--- src/rtl/trig_pkg.sv ---
package trig_pkg;
  localparam int SRC_W = 5;
  localparam int REG_AW = 3;
  localparam int ERR_W = 3;

  localparam logic [REG_AW-1:0] REG_CTRL  = 3'd0;
  localparam logic [REG_AW-1:0] REG_PORT  = 3'd1;
  localparam logic [REG_AW-1:0] REG_OFFS  = 3'd2;
  localparam logic [REG_AW-1:0] REG_LEVEL = 3'd3;
  localparam logic [REG_AW-1:0] REG_ERR   = 3'd4;

  // MSB-first numbering: control bit 0 is vector position 63.
  localparam int CTRL_MODE_POS  = 63;
  localparam int CTRL_RESET_POS = 62;

  typedef struct packed {
    logic             load;
    logic [SRC_W-1:0] src;
    logic             done;
    logic             busErr;
    logic             modeErr;
    logic             rangeErr;
    logic             lvlWe;
    logic             lvlVal;
    logic [SRC_W-1:0] lvlSrc;
  } trigStrobe_t;
endpackage

--- src/rtl/trigCtrl.sv ---
module trigCtrl
  import trig_pkg::*;
#(
  parameter int NUM_SRC = 20
) (
  input  logic             clk,
  input  logic             rstN,
  input  logic             evtValid,
  input  logic [SRC_W-1:0] evtSrc,
  input  logic             evtLevel,
  input  logic             modeLevel,
  input  logic             srcReset,
  input  logic             portValid,
  input  logic             reqAck,
  input  logic             rspErr,
  output trigStrobe_t      strobe,
  output logic             reqValid
);
  logic [NUM_SRC-1:0] pend;
  logic [NUM_SRC-1:0] clrMask;
  logic [NUM_SRC-1:0] setMask;
  logic [SRC_W-1:0]   selIdx;
  logic               busy;
  logic               inRange;
  logic               evtOk;
  logic               issueGo;

  // lowest pending source wins
  always_comb begin
    selIdx = '0;
    for (int i = NUM_SRC - 1; i >= 0; i--) begin
      if (pend[i]) selIdx = SRC_W'(i);
    end
  end

  assign inRange = {1'b0, evtSrc} < (SRC_W + 1)'(NUM_SRC);
  assign evtOk   = evtValid && inRange && !modeLevel;
  assign issueGo = !busy && !modeLevel && (|pend);
  assign clrMask = issueGo ? (NUM_SRC'(1) << selIdx) : '0;
  assign setMask = (evtOk && evtLevel) ? (NUM_SRC'(1) << evtSrc) : '0;

  always_comb begin
    strobe          = '0;
    strobe.load     = issueGo && portValid;
    strobe.src      = selIdx;
    strobe.done     = busy && reqAck;
    strobe.busErr   = busy && reqAck && rspErr;
    strobe.modeErr  = evtValid && inRange && modeLevel;
    strobe.rangeErr = evtValid && !inRange;
    strobe.lvlWe    = evtOk;
    strobe.lvlVal   = evtLevel;
    strobe.lvlSrc   = evtSrc;
  end

  always_ff @(posedge clk or negedge rstN) begin
    if (!rstN) begin
      pend <= '0;
      busy <= 1'b0;
    end else begin
      pend <= srcReset ? '0 : ((pend & ~clrMask) | setMask);
      if (strobe.load)      busy <= 1'b1;
      else if (strobe.done) busy <= 1'b0;
    end
  end

  assign reqValid = busy;
endmodule

--- src/rtl/trigData.sv ---
module trigData
  import trig_pkg::*;
#(
  parameter int          NUM_SRC   = 20,
  parameter logic [63:0] TRIG_FLAG = 64'h8000_0000_0000_0000
) (
  input  logic              clk,
  input  logic              rstN,
  input  logic              regWe,
  input  logic [REG_AW-1:0] regAddr,
  input  logic [63:0]       regWdata,
  output logic [63:0]       regRdata,
  input  trigStrobe_t       strobe,
  output logic [63:0]       reqAddr,
  output logic [63:0]       reqData,
  output logic              modeLevel,
  output logic              srcReset,
  output logic              portValid,
  output logic [NUM_SRC-1:0] levelVec
);
  logic [63:0]      ctrlReg;
  logic [63:0]      portReg;
  logic [63:0]      offsReg;
  logic [ERR_W-1:0] errReg;
  logic [ERR_W-1:0] errClr;
  logic [63:0]      levelWord;
  logic [NUM_SRC-1:0] lvlHot;

  assign modeLevel = ctrlReg[CTRL_MODE_POS];
  assign portValid = portReg[0];
  assign srcReset  = regWe && (regAddr == REG_CTRL) && regWdata[CTRL_RESET_POS];
  assign errClr    = (regWe && (regAddr == REG_ERR)) ? regWdata[ERR_W-1:0] : '0;
  assign lvlHot    = NUM_SRC'(1) << strobe.lvlSrc;

  // source n shows at MSB-first bit n
  always_comb begin
    levelWord = '0;
    for (int n = 0; n < NUM_SRC; n++) levelWord[63-n] = levelVec[n];
  end

  always_ff @(posedge clk or negedge rstN) begin
    if (!rstN) begin
      ctrlReg  <= '0;
      portReg  <= '0;
      offsReg  <= '0;
      errReg   <= '0;
      levelVec <= '0;
      reqAddr  <= '0;
      reqData  <= '0;
    end else begin
      if (regWe) begin
        case (regAddr)
          REG_CTRL: ctrlReg <= regWdata;
          REG_PORT: portReg <= regWdata;
          REG_OFFS: offsReg <= regWdata;
          default: ;
        endcase
      end
      errReg <= (errReg & ~errClr) | {strobe.rangeErr, strobe.modeErr, strobe.busErr};
      if (srcReset)
        levelVec <= '0;
      else if (strobe.lvlWe)
        levelVec <= strobe.lvlVal ? (levelVec | lvlHot) : (levelVec & ~lvlHot);
      if (strobe.load) begin
        reqAddr <= {portReg[63:1], 1'b0};
        reqData <= TRIG_FLAG | {32'h0, offsReg[63:32]} | 64'(strobe.src);
      end
    end
  end

  always_comb begin
    case (regAddr)
      REG_CTRL:  regRdata = ctrlReg;
      REG_PORT:  regRdata = portReg;
      REG_OFFS:  regRdata = offsReg;
      REG_LEVEL: regRdata = levelWord;
      REG_ERR:   regRdata = 64'(errReg);
      default:   regRdata = '1;
    endcase
  end
endmodule

--- src/rtl/trigNotifyGen.sv ---
module trigNotifyGen
  import trig_pkg::*;
#(
  parameter int          NUM_SRC   = 20,
  parameter logic [63:0] TRIG_FLAG = 64'h8000_0000_0000_0000
) (
  input  logic              clk,
  input  logic              rstN,
  input  logic              regWe,
  input  logic [REG_AW-1:0] regAddr,
  input  logic [63:0]       regWdata,
  output logic [63:0]       regRdata,
  input  logic              evtValid,
  input  logic [SRC_W-1:0]  evtSrc,
  input  logic              evtLevel,
  output logic              reqValid,
  output logic [63:0]       reqAddr,
  output logic [63:0]       reqData,
  input  logic              reqAck,
  input  logic              rspErr
);
  trigStrobe_t        strobe;
  logic               modeLevel;
  logic               srcReset;
  logic               portValid;
  logic [NUM_SRC-1:0] levelVec;

  trigCtrl #(.NUM_SRC(NUM_SRC)) uCtrl (
    .clk(clk), .rstN(rstN),
    .evtValid(evtValid), .evtSrc(evtSrc), .evtLevel(evtLevel),
    .modeLevel(modeLevel), .srcReset(srcReset), .portValid(portValid),
    .reqAck(reqAck), .rspErr(rspErr),
    .strobe(strobe), .reqValid(reqValid)
  );

  trigData #(.NUM_SRC(NUM_SRC), .TRIG_FLAG(TRIG_FLAG)) uData (
    .clk(clk), .rstN(rstN),
    .regWe(regWe), .regAddr(regAddr), .regWdata(regWdata), .regRdata(regRdata),
    .strobe(strobe), .reqAddr(reqAddr), .reqData(reqData),
    .modeLevel(modeLevel), .srcReset(srcReset), .portValid(portValid),
    .levelVec(levelVec)
  );
endmodule

--- config.mk ---
export PLATFORM = sky130hd
export DESIGN_NAME = trigNotifyGen
export DESIGN_NICKNAME = d
export VERILOG_FILES = /design/src/rtl/trig_pkg.sv /design/src/rtl/trigCtrl.sv /design/src/rtl/trigData.sv /design/src/rtl/trigNotifyGen.sv
export SDC_FILE = /design/constraint.sdc
export NUM_CORES = 1
export LEC_CHECK = 0
export ABC_AREA = 1
export ABC_CLOCK_PERIOD_IN_PS = 1840
export BUFFER_PORTS_ARGS = -buffer_cell sky130_fd_sc_hd__buf_2
export CAP_MARGIN = 20
export CORE_MARGIN = 2
export CORE_UTILIZATION = 56
export CTS_CLUSTER_DIAMETER = 120
export CTS_CLUSTER_SIZE = 20
export DETAILED_ROUTE_END_ITERATION = 8
export GPL_TIMING_DRIVEN = 0
export PLACE_DENSITY = 0.8
export SYNTH_ARGS = -nofsm -noshare
export SYNTH_HDL_FRONTEND = slang
export SYNTH_SLANG_ARGS = --single-unit
--- constraint.sdc ---
create_clock -name clk -period 1.84 [get_ports clk]
set_input_delay 0.184 -clock clk [delete_from_list [all_inputs] [get_ports clk]]
set_output_delay 0.184 -clock clk [all_outputs]
set_load 0.01 [all_outputs]
==> results.toml, run 1 <==
[status]
status = "complete, but fails checks"
violations = "setup timing"

[cts]
cts.path.max_buffers = 3
cts_tree = "done"
cts_max_level = 1
numCtsBuffers = 20
cts_sinks = 332
clkSlewWorstSetupHoldPaths_ps = 90
clock_latency_ps = 550
clock-root-buffer = "clkbuf_16"

[grt]
antenna_found_initial = 0
grt_pass1_vias = 13500
grt_pass1_wl_um = 71500
gr-usage-all-layers = 0.341
grt_max_degree = 126
gr-total-overflow = 0

[final_layout]
synthToLayoutAreaGrowth_pct = 30.4
drive_gt1_frac = 0.270
final_cell_area_mm2 = 0.0190
fin_nets = 2209

[critical_path]
cp.buffers_inverters = 6
reg2reg_to = "uData.reqData[19]"
cp-start-kind = "register"
slowest_delay_ps = 380
critPathCaptureType = "register"
cp_top_family = "simple AND/OR/NAND/NOR gates"
crit_arrival_ps = 2540
worstPathRequired_ps = 2280
rr_worst_depth = 14
rrSetupSlack_ps = -260
worst-path-max-fanout = 6
critical_path.slowest_cell = "dfrtp_1"
crit_chain = "inv_2, nand3_2, nor2_2, inv_2, nor3_4, nand4_1, nand2_2, nor2_4, clkinv_4, buf_12, buf_6, buf_6, nand2_4, nand2_2"
timing.rr.start = "uCtrl.pend[0]"
crit_type = "register to register"

[worst_hold_path]
whs_endpoint = "uData.errReg[2]"
min_from = "evtValid"
hp-class = "primary input to register"
min_path_cells = 3

[pwr]
comb_power_share = 0.391
powerDensity_mw_per_mm2 = 1320
ir_drop_mv = 0.907
sequentialPowerShare = 0.432
leakagePower_nw = 9.82
swShare = 0.391
p_sw_w = 0.00981
clockPowerShare = 0.177
p_int_w = 0.0153

[detailed_routing]
first_iter_violations = 1635
via_per_inst = 5.76
routedWlPerCell_um = 20.0
wl_um = 49200
detail-route-antenna-nets = 0
dr.pass1.iters = 6
vias = 14200
route.detailed.drc = 0

[placement]
dp_hpwl_um = 31700
gp_congestion = 0.969
placed_area_mm2 = 0.0163
numPortBuffers = 238

[synth]
yosysSeqAreaShare = 0.571
yosys_warnings = 0
syn_area_mm2 = 0.0145
syn_inst = 1736
synth_seq_cells = 332
synth_cell_types = 34
synth_area_per_cell_um2 = 8.38

[floorplanning]
dieArea_mm2 = 0.0273
start_util = 0.574
dieHeight_um = 165
coreArea_mm2 = 0.0253
rows = 58
io_pins = 272
die_w_um = 165

[timing]
finalWorstSetupSlack_ps = -261
final.period_utilization = 1.14
final-max-slew-violation-count = 0
worst_pin_slew_ps = 758
max_slew_margin = 0.495
period_needed_ps = 2100
fin_skew_ps = 29.6
timing.hold.ws_ps = 13.1
grt_setup_unrepaired = "yes"
setup-violations-final = 116
max_freq_ghz = 0.476
finalHoldViolCount = 0

[flow_run]
drv_cap = 0
timing repair:
item                                    CTS  global route
setup buffers                            14            13
endpoints found under the setup margin  181           192
gates resized for setup                  98           244
pin swaps                                 7            54
endpoints found under the hold margin   271             0
cloned                                    1            11
hold buffers                             66             0
registers in the layout (all words and copies together), names as in the netlist:
name,cells
uData.ctrlReg,64
uData.offsReg,64
uData.portReg,64
uData.reqAddr,63
uData.reqData,33
uCtrl.pend,20
uData.levelVec,20
uData.errReg,3
uCtrl.reqValid,1
per-stage QoR:
step	power, W	setup slack (ps)	std cells	util	TNS [ps]
2_1_floorplan	0.0148	152	1767	-	0
3_3_place_gp	0.0175	-5620	2335	0.642	-1906570
3_5_place_dp	0.0177	-523	2337	0.645	-59220
4_1_cts	0.0229	-175	2439	0.705	-3420
5_1_grt	0.0264	-452	2460	0.748	-27600
6_report	0.0251	-261	2461	0.749	-19520
power by group through the flow:
stage	logic [W]	registers [W]	clock network [W]
after global routing	0.0107	0.0110	0.00472
after floorplan	0.00415	0.0107	0
final	0.00983	0.0108	0.00443
after global placement	0.00697	0.0105	0
after detailed placement	0.00715	0.0106	0
after CTS	0.00800	0.0105	0.00442
cell families (layout without fill, tap and decap cells):
| family | Yosys count | in the layout | share of synthesized area |
|---|---|---|---|
| and+or+nand+nor | 808 | 808 | 0.223 |
| AOI/OAI and AO/OA | 347 | 347 | 0.128 |
| DFF | 332 | 332 | 0.571 |
| buffers and inverters | 248 | 611 | 0.0772 |
| other | 1 | 33 | 0.000258 |
area by class of cell:
class                      count  area, um2
clock inverter                 2       25.0
antenna                        1       2.50
clock buffer                  20        500
timing repair buffer         344       2470
tap                          330        413
buffer                       129        891
fill                        1815       6370
sequential                   332       8310
multi-input combinational   1187       5910
inverter                     116        440
worst min-delay path: stages:
cell     delay [ps]
buf_2           130
nand3_1         140
nand2_1          70
layer usage:
metal | GRT usage | up-vias | wire length [um] | part of all wire
li1 | - | 6300 | - | -
met2 | 0.560 | 891 | 23500 | 0.48
met1 | 0.444 | 6816 | 18700 | 0.38
met5 | 0 | - | 0 | 0
met3 | 0.0662 | 160 | 4710 | 0.096
met4 | 0.148 | 0 | 2280 | 0.046
layout by cell type, fill, tap and decap left out, drive strengths merged, types with 2 or more instances in the layout:
cell / Yosys / final
a311oi: 5 / 5
buf: 66 / 336
clkinv: 0 / 2
nor2: 45 / 45
o21ai: 211 / 211
nor3: 4 / 4
nand2: 672 / 672
clkbuf: 66 / 91
a211oi: 15 / 15
conb: 1 / 32
nand4: 27 / 27
a21oi: 90 / 90
nand3: 59 / 59
dlygate4sd3: 0 / 66
inv: 116 / 116
o21bai: 5 / 5
a221oi: 2 / 2
a22oi: 15 / 15
dfrtp: 332 / 332
synthesized netlist by cell type:
cell type,count,area share
inv_2,6,0.0015
buf_2,21,0.0072
o21ai_1,1,0.00034
nand3_2,1,0.00069
a221oi_1,2,0.0012
a2bb2oi_1,1,0.00060
a211oi_1,15,0.0077
buf_1,7,0.0018
buf_6,6,0.0046
o31ai_1,1,0.00052
o21bai_1,5,0.0026
nand4_1,26,0.011
nor3_1,3,0.0010
a22oi_1,15,0.0077
nor2_1,42,0.011
a311oi_1,5,0.0030
conb_1,1,0.00026
o21ai_0,210,0.072
o2111ai_1,1,0.00060
o22a_1,1,0.00060
nand2_1,667,0.17
nand2_4,2,0.0015
nand4_2,1,0.00086
or2_2,1,0.00043
buf_4,32,0.017
clkbuf_1,66,0.017
nand2_2,3,0.0013
nor2_4,2,0.0015
nand3_1,58,0.020
nor3_4,1,0.0011
a21oi_1,90,0.031
dfrtp_1,332,0.57
nor2_2,1,0.00043
inv_1,110,0.028
worst max-delay path by stage:
stage,from,end,slack [ps],depth (start not counted)
floorplan,uCtrl.pend[18],uCtrl.pend[13],150,22
CTS,uCtrl.pend[18],uCtrl.pend[5],-180,22
detailed placement,regAddr[2],regRdata[36],-520,7
finish,uCtrl.pend[0],uData.reqData[19],-260,14
global route,uCtrl.pend[18],uCtrl.pend[5],-450,22
global placement,rstN,uData.reqAddr[28],-5620,1
Power figures use the tool's default switching activity.
==> run 2, diff against run 1 <==
--- a/config.mk
+++ b/config.mk
@@ -16,6 +16,7 @@
 export DETAILED_ROUTE_END_ITERATION = 8
 export GPL_TIMING_DRIVEN = 0
 export PLACE_DENSITY = 0.8
+export REMOVE_ABC_BUFFERS = 1
 export SYNTH_ARGS = -nofsm -noshare
 export SYNTH_HDL_FRONTEND = slang
 export SYNTH_SLANG_ARGS = --single-unit
==> results.toml, run 2 (synthesis results as in run 1) <==
[critical_path]
reg2reg_to = "uData.reqAddr[45]"
crit_arrival_ps = 2690
timing.rr.start = "uCtrl.pend[2]"
crit_type = "register to register"
rrSetupSlack_ps = -390
cp-start-kind = "register"
slowest_delay_ps = 420
cp.buffers_inverters = 6
crit_chain = "nor2_2, nand3_2, nor2_2, inv_2, nor3_4, nand4_1, nand2_2, nor2_4, buf_12, buf_16, buf_16, buf_16, inv_12, nand2_2, nand2_1"
worstPathRequired_ps = 2300
worst-path-max-fanout = 7
rr_worst_depth = 15
critPathCaptureType = "register"
path_common_cell = "buf_16"
cp_top_family = "simple AND/OR/NAND/NOR gates"
critical_path.slowest_cell = "dfrtp_1"

[timing]
final-max-slew-violation-count = 0
max_slew_margin = 0.387
final.period_utilization = 1.21
finalWorstSetupSlack_ps = -387
finalSetupTns_ps = -32780
period_needed_ps = 2230
fin_skew_ps = 21.0
worst_pin_slew_ps = 919
timing.hold.ws_ps = 50.2
max_freq_ghz = 0.449
setup-violations-final = 117
finalHoldViolCount = 0
grt_setup_unrepaired = "yes"

[flow_run]
drv_cap = 0

[final_layout]
drive_gt1_frac = 0.265
fin_nets = 2128
synthToLayoutAreaGrowth_pct = 31.3
most-common-layout-cells = "nand2_1, dfrtp_1, buf_2"
final_common_cell = "nand2_1"
fillCellCount = 1747
reg_top3 = "uData.ctrlReg (64), uData.offsReg (64), uData.portReg (64)"

[status]
violations = "setup timing"
status = "complete, but fails checks"

[floorplanning]
dieArea_mm2 = 0.0273
io_pins = 272
die_w_um = 165
coreArea_mm2 = 0.0253
start_util = 0.574
dieHeight_um = 165
rows = 58

[detailed_routing]
via_per_inst = 5.78
vias = 13800
dr.pass1.iters = 6
routedWlPerCell_um = 19.8
top_layer = "met4"
wl_met2_um = 22700
detail-route-antenna-nets = 0
route.detailed.drc = 0
met3WireLength_um = 4230
wl_um = 47000
wl_met1_um = 18200
first_iter_violations = 1662

[cts]
cts_max_level = 1
cts_sinks = 332
clock_latency_ps = 530
clkSlewWorstSetupHoldPaths_ps = 90
cts_tree = "done"
cts.path.max_buffers = 3
numCtsBuffers = 20
clock-root-buffer = "clkbuf_16"

[grt]
grt_pass1_wl_um = 67800
grt_max_degree = 122
gr-total-overflow = 0
gr-usage-all-layers = 0.319
grt_pass1_vias = 12700
antenna_found_initial = 1

[placement]
numPortBuffers = 239
gp_congestion = 0.900
dp_hpwl_um = 24700
pre_cts_ws_ps = -2050

[pwr]
leakagePower_nw = 9.73
ir_drop_mv = 1.08
powerDensity_mw_per_mm2 = 1350

[worst_hold_path]
min_path_cells = 3
whs_endpoint = "uData.errReg[2]"
hp-class = "primary input to register"
min_from = "evtSrc[4]"
-- run 2: area by class of cell --
cell class / instances / area (um2) / share of cell area
tap: 330 / 413 / 0.0216
clock inverter: 1 / 8.76 / 0.000459
timing repair buffer: 379 / 3110 / 0.163
clock buffer: 21 / 526 / 0.0275
multi-input combinational: 1191 / 6130 / 0.321
sequential: 332 / 8310 / 0.435
antenna: 1 / 2.50 / 0.000131
timing repair inverter: 9 / 134 / 0.00701
inverter: 116 / 474 / 0.0248
-- run 2: layer usage --
metal / track usage / vias up
li1: - / 6162
met5: 0 / -
met1: 0.437 / 6659
met4: 0.110 / 0
met3: 0.0507 / 137
met2: 0.521 / 793
-- run 2: metrics by stage --
stage / util / cell area [um2] / power [W] / instances
2_1_floorplan: - / 14000 / 0.0146 / 1635
3_3_place_gp: 0.615 / 15600 / 0.0171 / 2204
3_5_place_dp: 0.634 / 16100 / 0.0175 / 2225
4_1_cts: 0.710 / 18000 / 0.0235 / 2357
5_1_grt: 0.754 / 19100 / 0.0273 / 2380
6_report: 0.754 / 19100 / 0.0259 / 2380
-- run 2: what timing repair did --
action | CTS | global route
setup endpoints to repair | 200 | 176
pin swaps | 12 | 53
buffers inserted | 28 | 10
cloned | 16 | 12
hold endpoints to repair | 314 | 0
gates resized for setup | 65 | 238
hold buffers | 66 | 0
-- run 2: worst max path at each step --
| stage | depth (start not counted) | endpoint | slack (ps) | start |
|---|---|---|---|---|
| floorplan | 9 | uData.levelVec[2] | -5600 | regAddr[0] |
| global placement | 4 | uData.portReg[53] | -13600 | regAddr[2] |
| detailed placement | 12 | uData.levelVec[17] | -2050 | regAddr[0] |
| CTS | 15 | uData.reqData[0] | -370 | uCtrl.pend[3] |
| global route | 22 | uCtrl.pend[13] | -480 | uCtrl.pend[18] |
| finish | 15 | uData.reqAddr[45] | -390 | uCtrl.pend[2] |
-- run 2: worst register-to-register path, stage by stage (launching register included) --
cell	delay [ps]
dfrtp_1	420
nor2_2	170
nand3_2	100
nor2_2	110
inv_2	60
nor3_4	120
nand4_1	130
nand2_2	120
nor2_4	60
buf_12	130
buf_16	130
buf_16	170
buf_16	200
inv_12	130
nand2_2	60
nand2_1	70
-- run 2: power by group --
part | switching (W) | internal, W | leakage, nW | total [W]
combinational | 0.00616 | 0.00447 | 5.25 | 0.0106
clock | 0.00239 | 0.00204 | 0.263 | 0.00443
sequential | 0.00159 | 0.00922 | 4.22 | 0.0108
==> run 3, diff against run 2 <==
--- a/config.mk
+++ b/config.mk
@@ -15,6 +15,7 @@
 export CTS_CLUSTER_SIZE = 20
 export DETAILED_ROUTE_END_ITERATION = 8
 export GPL_TIMING_DRIVEN = 0
+export MAX_ROUTING_LAYER = met4
 export PLACE_DENSITY = 0.8
 export REMOVE_ABC_BUFFERS = 1
 export SYNTH_ARGS = -nofsm -noshare
==> results.toml, run 3 (synthesis results as in run 1) <==
[cts]
clkSlewWorstSetupHoldPaths_ps = 100
numCtsBuffers = 20
cts.path.max_buffers = 3
clock-root-buffer = "clkbuf_16"
cts_max_level = 1
cts_sinks = 332
cts_tree = "done"
clock_latency_ps = 530

[pwr]
ir_drop_mv = 0.959
leakagePower_nw = 9.88
p_total_w = 0.0265
powerDensity_mw_per_mm2 = 1370

[timing]
finalHoldViolCount = 0
max_slew_margin = 0.398
finalWorstSetupSlack_ps = -313
max_freq_ghz = 0.464
period_needed_ps = 2150
final.period_utilization = 1.17
setup-violations-final = 115
fin_skew_ps = 13.3
final-max-slew-violation-count = 0
grt_setup_unrepaired = "yes"
worst_pin_slew_ps = 902

[floorplanning]
io_pins = 272
coreArea_mm2 = 0.0253
dieArea_mm2 = 0.0273
start_util = 0.574
die_w_um = 165
dieHeight_um = 165
rows = 58

[critical_path]
critPathCaptureType = "register"
crit_type = "register to register"
worstPathRequired_ps = 2240
slowest_delay_ps = 410
crit_arrival_ps = 2550
critical_path.slowest_cell = "dfrtp_1"
path_common_cell = "nand2_1"
cp-start-kind = "register"
crit_chain = "inv_1, nand2_1, nand2_1, nand2_1, nand2_1, nand2_1, nand2_1, nand2_1, nand2_1, nand2_1, nand2_1, nand2_1, nand2_1, nand2_1, nand2_1, nand2_1, nand2_2, nand2_4, nand2_4, nand4_1, o21bai_1, a21oi_1"
worst-path-max-fanout = 3

[placement]
dp_cells = 2223
gp_congestion = 0.898
pre_cts_ws_ps = -2100
dp_hpwl_um = 25000
numPortBuffers = 239

[detailed_routing]
wl_um = 48600
dr.pass1.iters = 5
first_iter_violations = 1618
route.detailed.drc = 0
via_per_inst = 5.77
routedWlPerCell_um = 20.3
detail-route-antenna-nets = 0
vias = 13800

[grt]
antenna_found_initial = 0
grt_pass1_vias = 12900
gr-total-overflow = 0
grt_max_degree = 123
gr-usage-all-layers = 0.337
grt_pass1_wl_um = 69000

[worst_hold_path]
hp-class = "primary input to register"

[final_layout]
synthToLayoutAreaGrowth_pct = 33.3
fin_nets = 2140
fillCellCount = 1661
drive_gt1_frac = 0.284
instances_no_fill = 2392
final_common_cell = "nand2_1"
reg_top3 = "uData.ctrlReg (64), uData.offsReg (64), uData.portReg (64)"
most-common-layout-cells = "nand2_1, dfrtp_1, buf_2"

[flow_run]
drv_cap = 0

[status]
violations = "setup timing"
status = "complete, but fails checks"
run 3: what timing repair did:
action | 4_1_cts | 5_1_grt
resized for setup | 92 | 253
hold endpoints to repair | 311 | 0
buffers inserted | 37 | 15
gates cloned | 17 | 13
endpoints found under the setup margin | 243 | 178
pin swaps | 13 | 65
hold buffers | 66 | 0
run 3: area by class of cell:
cell class | count | area (um2) | share of cell area
Timing Repair inverter | 3 | 40.0 | 0.00207
Inverter | 116 | 488 | 0.0252
Antenna cell | 1 | 2.50 | 0.000129
Tap cell | 330 | 413 | 0.0213
Clock inverter | 1 | 8.76 | 0.000452
Clock buffer | 21 | 526 | 0.0271
Timing Repair Buffer | 396 | 3400 | 0.175
Multi-Input combinational cell | 1192 | 6200 | 0.320
Sequential cell | 332 | 8310 | 0.429
run 3: routing by layer:
metal / routed length, um / GRT usage
met4: 2090 / 0.126
met5: 0 / -
met3: 4650 / 0.0557
met1: 18800 / 0.445
met2: 23100 / 0.529
run 3: metrics by stage:
stage               instance area (um2)  hold WS [ps]   util  setup TNS, ps
finish                            19400          46.5  0.765         -14570
global route                      19400          15.4  0.765         -29220
CTS                               18200          17.6  0.719          -7390
detailed placement                16000          72.4  0.633        -236370
global placement                  15600           377  0.615       -4714930
floorplan                         14000          -112      -       -1102300
run 3: power by group:
group | internal [W] | switching, W | total, W
Clock | 0.00204 | 0.00243 | 0.00447
Sequential | 0.00922 | 0.00160 | 0.0108
Combinational | 0.00485 | 0.00634 | 0.0112
Total | 0.0161 | 0.0104 | 0.0265
run 3: worst paths after layout:
path / depth (start not counted) / slack (ps) / startpoint / endpoint
max: 22 / -310 / uCtrl.pend[18] / uCtrl.pend[5]
min: 3 / 50 / evtSrc[4] / uData.errReg[2]
max reg2reg: 22 / -310 / uCtrl.pend[18] / uCtrl.pend[5]
min reg2reg: 2 / 470 / uData.reqAddr[60] / uData.reqAddr[60]
max in group asynchronous: 4 / 430 / rstN / uData.portReg[11]
min in group asynchronous: 2 / 130 / rstN / uData.ctrlReg[13]
run 3: critical path: cells and delay by family, from the launching register on:
family                 cells  cell delay [ps]
AND/OR/NAND/NOR           19             1260
flip-flops                 1              410
AO/OA/AOI/OAI              2              270
buffers and inverters      1               60
